==> config.mk <==
export PLATFORM = sky130hd
export DESIGN_NAME = wmode_seq
export DESIGN_NICKNAME = d
export VERILOG_FILES = /design/src/rtl/wmode_pkg.sv /design/src/rtl/wmode_entry.sv /design/src/rtl/wmode_wake.sv /design/src/rtl/wmode_settle.sv /design/src/rtl/wmode_seq.sv
export SDC_FILE = /design/constraint.sdc
export NUM_CORES = 1
export LEC_CHECK = 0
export BUFFER_PORTS_ARGS = -buffer_cell sky130_fd_sc_hd__buf_2
export CAP_MARGIN = 20
export CORE_MARGIN = 1
export CORE_UTILIZATION = 52
export DETAILED_ROUTE_END_ITERATION = 8
export PLACE_DENSITY = 0.91
export SLEW_MARGIN = 20
export SYNTH_ARGS = -nofsm -noshare
export SYNTH_HDL_FRONTEND = slang
export SYNTH_SLANG_ARGS = --single-unit
==> constraint.sdc <==
create_clock -name clk_i -period 7.7 [get_ports clk_i]
set_input_delay 1.54 -clock clk_i [delete_from_list [all_inputs] [get_ports clk_i]]
set_output_delay 1.54 -clock clk_i [all_outputs]
set_load 0.01 [all_outputs]
==> src/rtl/wmode_pkg.sv <==
package wmode_pkg;

    typedef enum logic [2:0] {
        M_HIGH   = 3'd0,
        M_MED    = 3'd1,
        M_SUB    = 3'd2,
        M_SLEEP  = 3'd3,
        M_WATCH  = 3'd4,
        M_SETTLE = 3'd5,
        M_HWSTBY = 3'd6,
        M_RESET  = 3'd7
    } mode_e;

    typedef struct packed {
        mode_e mode;
        mode_e ret;
        logic  exc;
    } seq_state_t;

endpackage

==> src/rtl/wmode_entry.sv <==
module wmode_entry
    import wmode_pkg::*;
#(
    parameter int DIV_W = 3
) (
    input  mode_e            mode_i,
    input  logic             stby_sel_i,
    input  logic             direct_xfer_i,
    input  logic             tmr_clk_sel_i,
    input  logic [DIV_W-1:0] clk_div_i,
    output logic             run_o,
    output logic             watch_ok_o
);
    logic fast_or_sub;
    logic bits_ok;

    always_comb begin
        fast_or_sub = (mode_i == M_HIGH) || (mode_i == M_SUB);
        run_o       = fast_or_sub || (mode_i == M_MED);
        bits_ok     = stby_sel_i && !direct_xfer_i && tmr_clk_sel_i
                      && (clk_div_i == '0);
        watch_ok_o  = fast_or_sub && bits_ok;
    end

endmodule

==> src/rtl/wmode_wake.sv <==
module wmode_wake #(
    parameter int IRQ_N = 8
) (
    input  logic [IRQ_N-1:0] irq_i,
    input  logic [IRQ_N-1:0] irq_en_i,
    input  logic             tmr_ovf_i,
    input  logic             tmr_ovf_ie_i,
    input  logic             nmi_i,
    input  logic             mask_i,
    output logic             wake_o
);
    logic [IRQ_N-1:0] line_hit;
    logic             tmr_hit;

    for (genvar i = 0; i < IRQ_N; i++) begin : g_line
        assign line_hit[i] = irq_i[i] & irq_en_i[i] & ~mask_i;
    end

    assign tmr_hit = tmr_ovf_i & tmr_ovf_ie_i & ~mask_i;
    assign wake_o  = nmi_i | (|line_hit) | tmr_hit;

endmodule

==> src/rtl/wmode_settle.sv <==
module wmode_settle #(
    parameter int BASE  = 8,
    parameter int SEL_W = 3
) (
    input  logic             clk_i,
    input  logic             rst_n_i,
    input  logic             load_i,
    input  logic [SEL_W-1:0] sel_i,
    output logic             done_o
);
    localparam int MAX_SPAN = BASE << ((1 << SEL_W) - 1);
    localparam int CNT_W    = $clog2(MAX_SPAN);

    logic [CNT_W-1:0] cnt_d, cnt_q;
    logic [CNT_W:0]   span;

    always_comb begin
        span  = (CNT_W+1)'(BASE) << sel_i;
        cnt_d = cnt_q;
        if (load_i) begin
            cnt_d = CNT_W'(span - (CNT_W+1)'(1));
        end else if (cnt_q != '0) begin
            cnt_d = cnt_q - CNT_W'(1);
        end
    end

    always_ff @(posedge clk_i or negedge rst_n_i) begin
        if (!rst_n_i) begin
            cnt_q <= '0;
        end else begin
            cnt_q <= cnt_d;
        end
    end

    assign done_o = (cnt_q == '0);

    // a fresh load never reads as finished in the following cycle unless the span is one
    p_load_busy_r7: assert property (@(posedge clk_i) disable iff (!rst_n_i)
        (load_i && (span > (CNT_W+1)'(1))) |=> !done_o);

endmodule

==> src/rtl/wmode_seq.sv <==
module wmode_seq
    import wmode_pkg::*;
#(
    parameter int IRQ_N       = 8,
    parameter int DIV_W       = 3,
    parameter int SEL_W       = 3,
    parameter int SETTLE_BASE = 8
) (
    input  logic             clk_i,
    input  logic             sys_rst_n_i,
    input  logic             aux_rst_n_i,
    input  logic             hw_stby_n_i,
    input  logic             sleep_i,
    input  logic             stby_sel_i,
    input  logic             direct_xfer_i,
    input  logic             tmr_clk_sel_i,
    input  logic             low_speed_wake_i,
    input  logic [DIV_W-1:0] clk_div_i,
    input  logic [SEL_W-1:0] settle_sel_i,
    input  logic [IRQ_N-1:0] irq_i,
    input  logic [IRQ_N-1:0] irq_en_i,
    input  logic             tmr_ovf_i,
    input  logic             tmr_ovf_ie_i,
    input  logic             nmi_i,
    input  logic             int_mask_i,
    output logic [2:0]       mode_o,
    output logic             cpu_clk_en_o,
    output logic             per_clk_en_o,
    output logic             wdt_clk_en_o,
    output logic             subosc_en_o,
    output logic             cpu_halt_o,
    output logic             exc_start_o
);
    seq_state_t st_d, st_q;
    logic       run_now;
    logic       watch_ok;
    logic       wake;
    logic       settle_done;
    logic       settle_load;

    wmode_entry #(.DIV_W(DIV_W)) entry_i (
        .mode_i        (st_q.mode),
        .stby_sel_i    (stby_sel_i),
        .direct_xfer_i (direct_xfer_i),
        .tmr_clk_sel_i (tmr_clk_sel_i),
        .clk_div_i     (clk_div_i),
        .run_o         (run_now),
        .watch_ok_o    (watch_ok)
    );

    wmode_wake #(.IRQ_N(IRQ_N)) wake_i (
        .irq_i        (irq_i),
        .irq_en_i     (irq_en_i),
        .tmr_ovf_i    (tmr_ovf_i),
        .tmr_ovf_ie_i (tmr_ovf_ie_i),
        .nmi_i        (nmi_i),
        .mask_i       (int_mask_i),
        .wake_o       (wake)
    );

    wmode_settle #(.BASE(SETTLE_BASE), .SEL_W(SEL_W)) settle_i (
        .clk_i   (clk_i),
        .rst_n_i (sys_rst_n_i),
        .load_i  (settle_load),
        .sel_i   (settle_sel_i),
        .done_o  (settle_done)
    );

    always_comb begin
        st_d        = st_q;
        st_d.exc    = 1'b0;
        settle_load = 1'b0;
        if (!hw_stby_n_i) begin
            st_d.mode = M_HWSTBY;
        end else if ((st_q.mode == M_HWSTBY) || !aux_rst_n_i) begin
            st_d.mode = M_RESET;
        end else if (run_now) begin
            if (sleep_i) begin
                st_d.ret  = st_q.mode;
                st_d.mode = watch_ok ? M_WATCH : M_SLEEP;
            end
        end else begin
            unique case (st_q.mode)
                M_RESET: st_d.mode = M_HIGH;
                M_SLEEP: begin
                    if (wake) begin
                        st_d.mode = st_q.ret;
                        st_d.exc  = 1'b1;
                    end
                end
                M_WATCH: begin
                    if (wake) begin
                        if (low_speed_wake_i) begin
                            st_d.mode = M_SUB;
                            st_d.exc  = 1'b1;
                        end else if (clk_div_i != '0) begin
                            st_d.mode = M_MED;
                            st_d.exc  = 1'b1;
                        end else begin
                            st_d.mode   = M_SETTLE;
                            settle_load = 1'b1;
                        end
                    end
                end
                M_SETTLE: begin
                    if (settle_done) begin
                        st_d.mode = M_HIGH;
                        st_d.exc  = 1'b1;
                    end
                end
                default: st_d.mode = M_RESET;
            endcase
        end
    end

    always_ff @(posedge clk_i or negedge sys_rst_n_i) begin
        if (!sys_rst_n_i) begin
            st_q <= '{mode: M_RESET, ret: M_HIGH, exc: 1'b0};
        end else begin
            st_q <= st_d;
        end
    end

    logic [4:0] gate;

    always_comb begin
        unique case (st_q.mode)
            M_HIGH, M_MED, M_SUB: gate = 5'b11110;
            M_SLEEP:              gate = 5'b01111;
            M_WATCH, M_SETTLE:    gate = 5'b00111;
            M_HWSTBY:             gate = 5'b00001;
            default:              gate = 5'b00011;
        endcase
    end

    assign mode_o       = st_q.mode;
    assign cpu_clk_en_o = gate[4];
    assign per_clk_en_o = gate[3];
    assign wdt_clk_en_o = gate[2];
    assign subosc_en_o  = gate[1];
    assign cpu_halt_o   = gate[0];
    assign exc_start_o  = st_q.exc;

    // arriving in watch always follows a strobe that met every entry condition
    p_watch_entry_r2: assert property (@(posedge clk_i) disable iff (!sys_rst_n_i)
        ((st_q.mode == M_WATCH) && ($past(st_q.mode) != M_WATCH))
        |-> $past(sleep_i && watch_ok));

    // leaving watch toward a run or settling mode needs an admissible source
    p_wake_src_r5: assert property (@(posedge clk_i) disable iff (!sys_rst_n_i)
        (($past(st_q.mode) == M_WATCH) &&
         (st_q.mode inside {M_HIGH, M_MED, M_SUB, M_SETTLE}))
        |-> $past(nmi_i || (!int_mask_i &&
                  ((|(irq_i & irq_en_i)) || (tmr_ovf_i && tmr_ovf_ie_i)))));

    // the step from settling to high speed happens only once the counter has run out
    p_settle_end_r7: assert property (@(posedge clk_i) disable iff (!sys_rst_n_i)
        (($past(st_q.mode) == M_SETTLE) && (st_q.mode == M_HIGH))
        |-> ($past(settle_done) && exc_start_o));

    // a low standby pin always lands in hardware standby
    p_hwstby_r9: assert property (@(posedge clk_i) disable iff (!sys_rst_n_i)
        !hw_stby_n_i |=> (st_q.mode == M_HWSTBY));

    // the start-exception pulse lasts a single cycle
    p_exc_pulse_r11: assert property (@(posedge clk_i) disable iff (!sys_rst_n_i)
        exc_start_o |=> !exc_start_o);

endmodule

==> results.md <==
* Chip height at 49.7 um
* Pins over their slew limit at 0
* Req. time, crit path at roughly 8.0 ns
* Syn. warnings at 0
* Endpoints failing setup at 0
* Layout fillers at 175
* Most frequent cell after synthesis: nand2_1
* Antenna Nets Post-Route at 0
* Clock Tree Root: clkbuf_4
* Global-route wire length before repair at 5.20 mm
* Core ar. at 0.00204 mm2
* # diodes at 0
* Worst Skew at 0.00896 ns
* Post-placement cell count at 201
* GRT Total Usage at between 20% and 30%
* Rows at 16
* Routed length per instance at between 10 and 15 um
* Setup crit start kind: primary input
* RSZ-0062 raised after global routing: false
* Post-Synthesis Mean Instance Area at 8.45 um2
* PD cells at about 230 mW/mm2
* Post-DP HPWL at ~2.2 mm
* Synth area leader: dfrtp_1
* CP Cell Sequence: buf_2, a22o_1, a221oi_1, a31oi_1, o21ai_0, buf_4, nand2_1, ha_1, or4b_2, a21oi_1, a21o_1
* Post-Syn Area at 0.00118 mm2
* Initial Utilization at 58.0%
* CP Buf/Inv Count at 2
* Clock tree from TritonCTS: built
* Dpl ws at 3.62 ns
* Drt initial violations at 29
* Total setup buffers inserted after CTS at 0
* CTS Hold Bufs at 0
* Slew Limit Headroom at a little over two thirds
* Syn Nets at 176
* Clk Latency, worst-skew pair at 0.30 ns
* Total CTS buffers at 3
* Clock buffer depth at 2
* Total number of vias at about 1,200
* DRT Pass-1 Iters at 4
* Slowest stage delay, CP at 0.63 ns
* Die Width at 49.7 um
* Slew at the pin closest to its max-slew limit at 0.454 ns
* EDFF count, synth at 0
* Setup CP Type: in2reg
* Number of max-cap violations at 0
* Clock slew at the register clock pins of the worst setup and hold paths at 0.10 ns
* Sum Neg Setup Slack at 0 ns
* Main synth FF type: dfrtp_1
* Final worst path period share at 48.7%
* Post-synth cell types at 48
* Worst-path fanout max at 20
* Synth Register Bits at 17
* Top cell type's share of synthesized area at 29.6%
* Post-route setup slack at 3.95 ns
* Outcome: finished, final reports clean
* Total Nets Final at approximately 220
* Register area share after synthesis at 36.3%
* Final core utilization at 69.2%
* Boundary pin count at 44
* CP arrival at 4.01 ns
* # port buffers at 43
* Top cells by count, synth: nand2_1 (18), dfrtp_1 (14), o21ai_0 (14)
* Vias in the first global route at 1,181
* Initial antenna violation count at 0
* Gpl congestion at 0.900
* Overall power at 0.328 mW
* Family with the most delay on the worst path: compound AO/OA/AOI/OAI gates
* Final Hold Vio Count at 0
* Hold crit path type: reg2reg
* Largest net degree at the start of global routing at 21
* Asr flop ratio synth at 100%
* Syn Inst Count at 140
* CP max-delay cell: or4b_2
* Critical path endpoint category: flop
* Maximum clock frequency at 267 MHz
* Max VDD drop at ~210 uV
* H-tree Lvls at 1
* Final Non-Filler Cells at 205
* Top cells by area, synth: dfrtp_1 (30%), dfstp_2 (6.7%), o21ai_0 (5.9%)
* Leakage power at around 0.65 nW
* Total wire length at 2.87 mm
* Remaining Overflow, GRT at 0
* DRC viols at 0
* Share of cells above drive strength 1 at 33.7%
* Crit path time final at 3.75 ns
* Die Footprint at 0.00247 mm2
* Clock Sinks at 17
* DR vias/cell at 5.91
* Area growth, synth to finish at 19.3%
* Post-CTS sizing at 0
## flip-flops by register name (all words and copies together) (netlist names)
signal,cells
mode_o,3
st_q,3
exc_start_o,1
settle_i.cnt_q,10
## stage by stage
| step | hold WS, ns | cell area, um2 |
|---|---|---|
| floorplan | 0.450 | 1180 |
| global placement | 0.493 | 1390 |
| detailed placement | 0.501 | 1390 |
| CTS | 0.516 | 1410 |
| global route | 0.545 | 1410 |
| finish | 0.521 | 1410 |
## cell type report
| cell class | instances | area [um2] | area share, % |
|---|---|---|---|
| Tap cell | 27 | 33.8 | 2.39 |
| Multi-Input combinational cell | 108 | 681 | 48.2 |
| Inverter | 5 | 18.8 | 1.33 |
| Sequential cell | 17 | 429 | 30.4 |
| Clock buffer | 3 | 22.5 | 1.59 |
| Clock inverter | 1 | 5.00 | 0.354 |
| Timing Repair Buffer | 44 | 223 | 15.8 |
## routing by layer
layer	global-route usage (%)	up-vias	wire, um
li1	-	580	-
met1	32.3	574	1200
met2	49.1	50	1490
met3	3.09	7	136
met4	9.05	0	48
met5	0	-	0
## worst paths after layout
| path | cells after the start | slack [ns] | start | to |
|---|---|---|---|---|
| min reg2reg | 1 | 0.52 | settle_i.cnt_q[0]$_DFFE_PN0P_ | settle_i.cnt_q[0]$_DFFE_PN0P_ |
| min in group asynchronous | 1 | 1.13 | sys_rst_n_i | settle_i.cnt_q[4]$_DFFE_PN0P_ |
| max in group asynchronous | 1 | 6.25 | sys_rst_n_i | mode_o[1]$_DFFE_PN1P_ |
| max | 11 | 3.95 | irq_i[3] | settle_i.cnt_q[4]$_DFFE_PN0P_ |
| min | 1 | 0.52 | settle_i.cnt_q[0]$_DFFE_PN0P_ | settle_i.cnt_q[0]$_DFFE_PN0P_ |
| max reg2reg | 12 | 4.75 | mode_o[2]$_DFFE_PN1P_ | settle_i.cnt_q[6]$_DFFE_PN0P_ |
## cells by family (layout without fill, tap and decap cells)
| family | count (synthesis) | in the layout | share of synthesized area (%) |
|---|---|---|---|
| fa+ha+maj | 1 | 1 | 1.06 |
| buf+inv | 15 | 53 | 6.24 |
| mux | 4 | 4 | 3.91 |
| xor+xnor | 4 | 4 | 2.96 |
| compound gates | 42 | 42 | 23.6 |
| simple gates | 57 | 57 | 26.0 |
| flops | 17 | 17 | 36.3 |
## where the power goes
part           switching (mW)  internal, mW
clock network          0.0298        0.0194
registers              0.0278         0.117
logic                  0.0658        0.0691
total                   0.123         0.205
## placed cells by master (no fill, tap or decap), types with 2 or more instances in the layout
| master | synthesis | routed |
|---|---|---|
| dfrtp_1 | 14 | 14 |
| nor3b_1 | 2 | 2 |
| a21oi_1 | 8 | 8 |
| a22o_1 | 2 | 2 |
| nor4_1 | 3 | 3 |
| o21ai_0 | 14 | 14 |
| nand4b_1 | 2 | 2 |
| nor3_1 | 3 | 3 |
| xor2_1 | 2 | 2 |
| clkbuf_4 | 0 | 3 |
| dfstp_2 | 3 | 3 |
| nand2_1 | 18 | 18 |
| o21a_1 | 3 | 3 |
| or2_2 | 2 | 2 |
| nor2_1 | 12 | 12 |
| a22oi_1 | 2 | 2 |
| nor2b_1 | 2 | 2 |
| inv_1 | 5 | 5 |
| xnor2_1 | 2 | 2 |
| nand3_1 | 4 | 4 |
| and2_1 | 3 | 3 |
| buf_2 | 1 | 43 |
(Power assumes the default switching activity.)
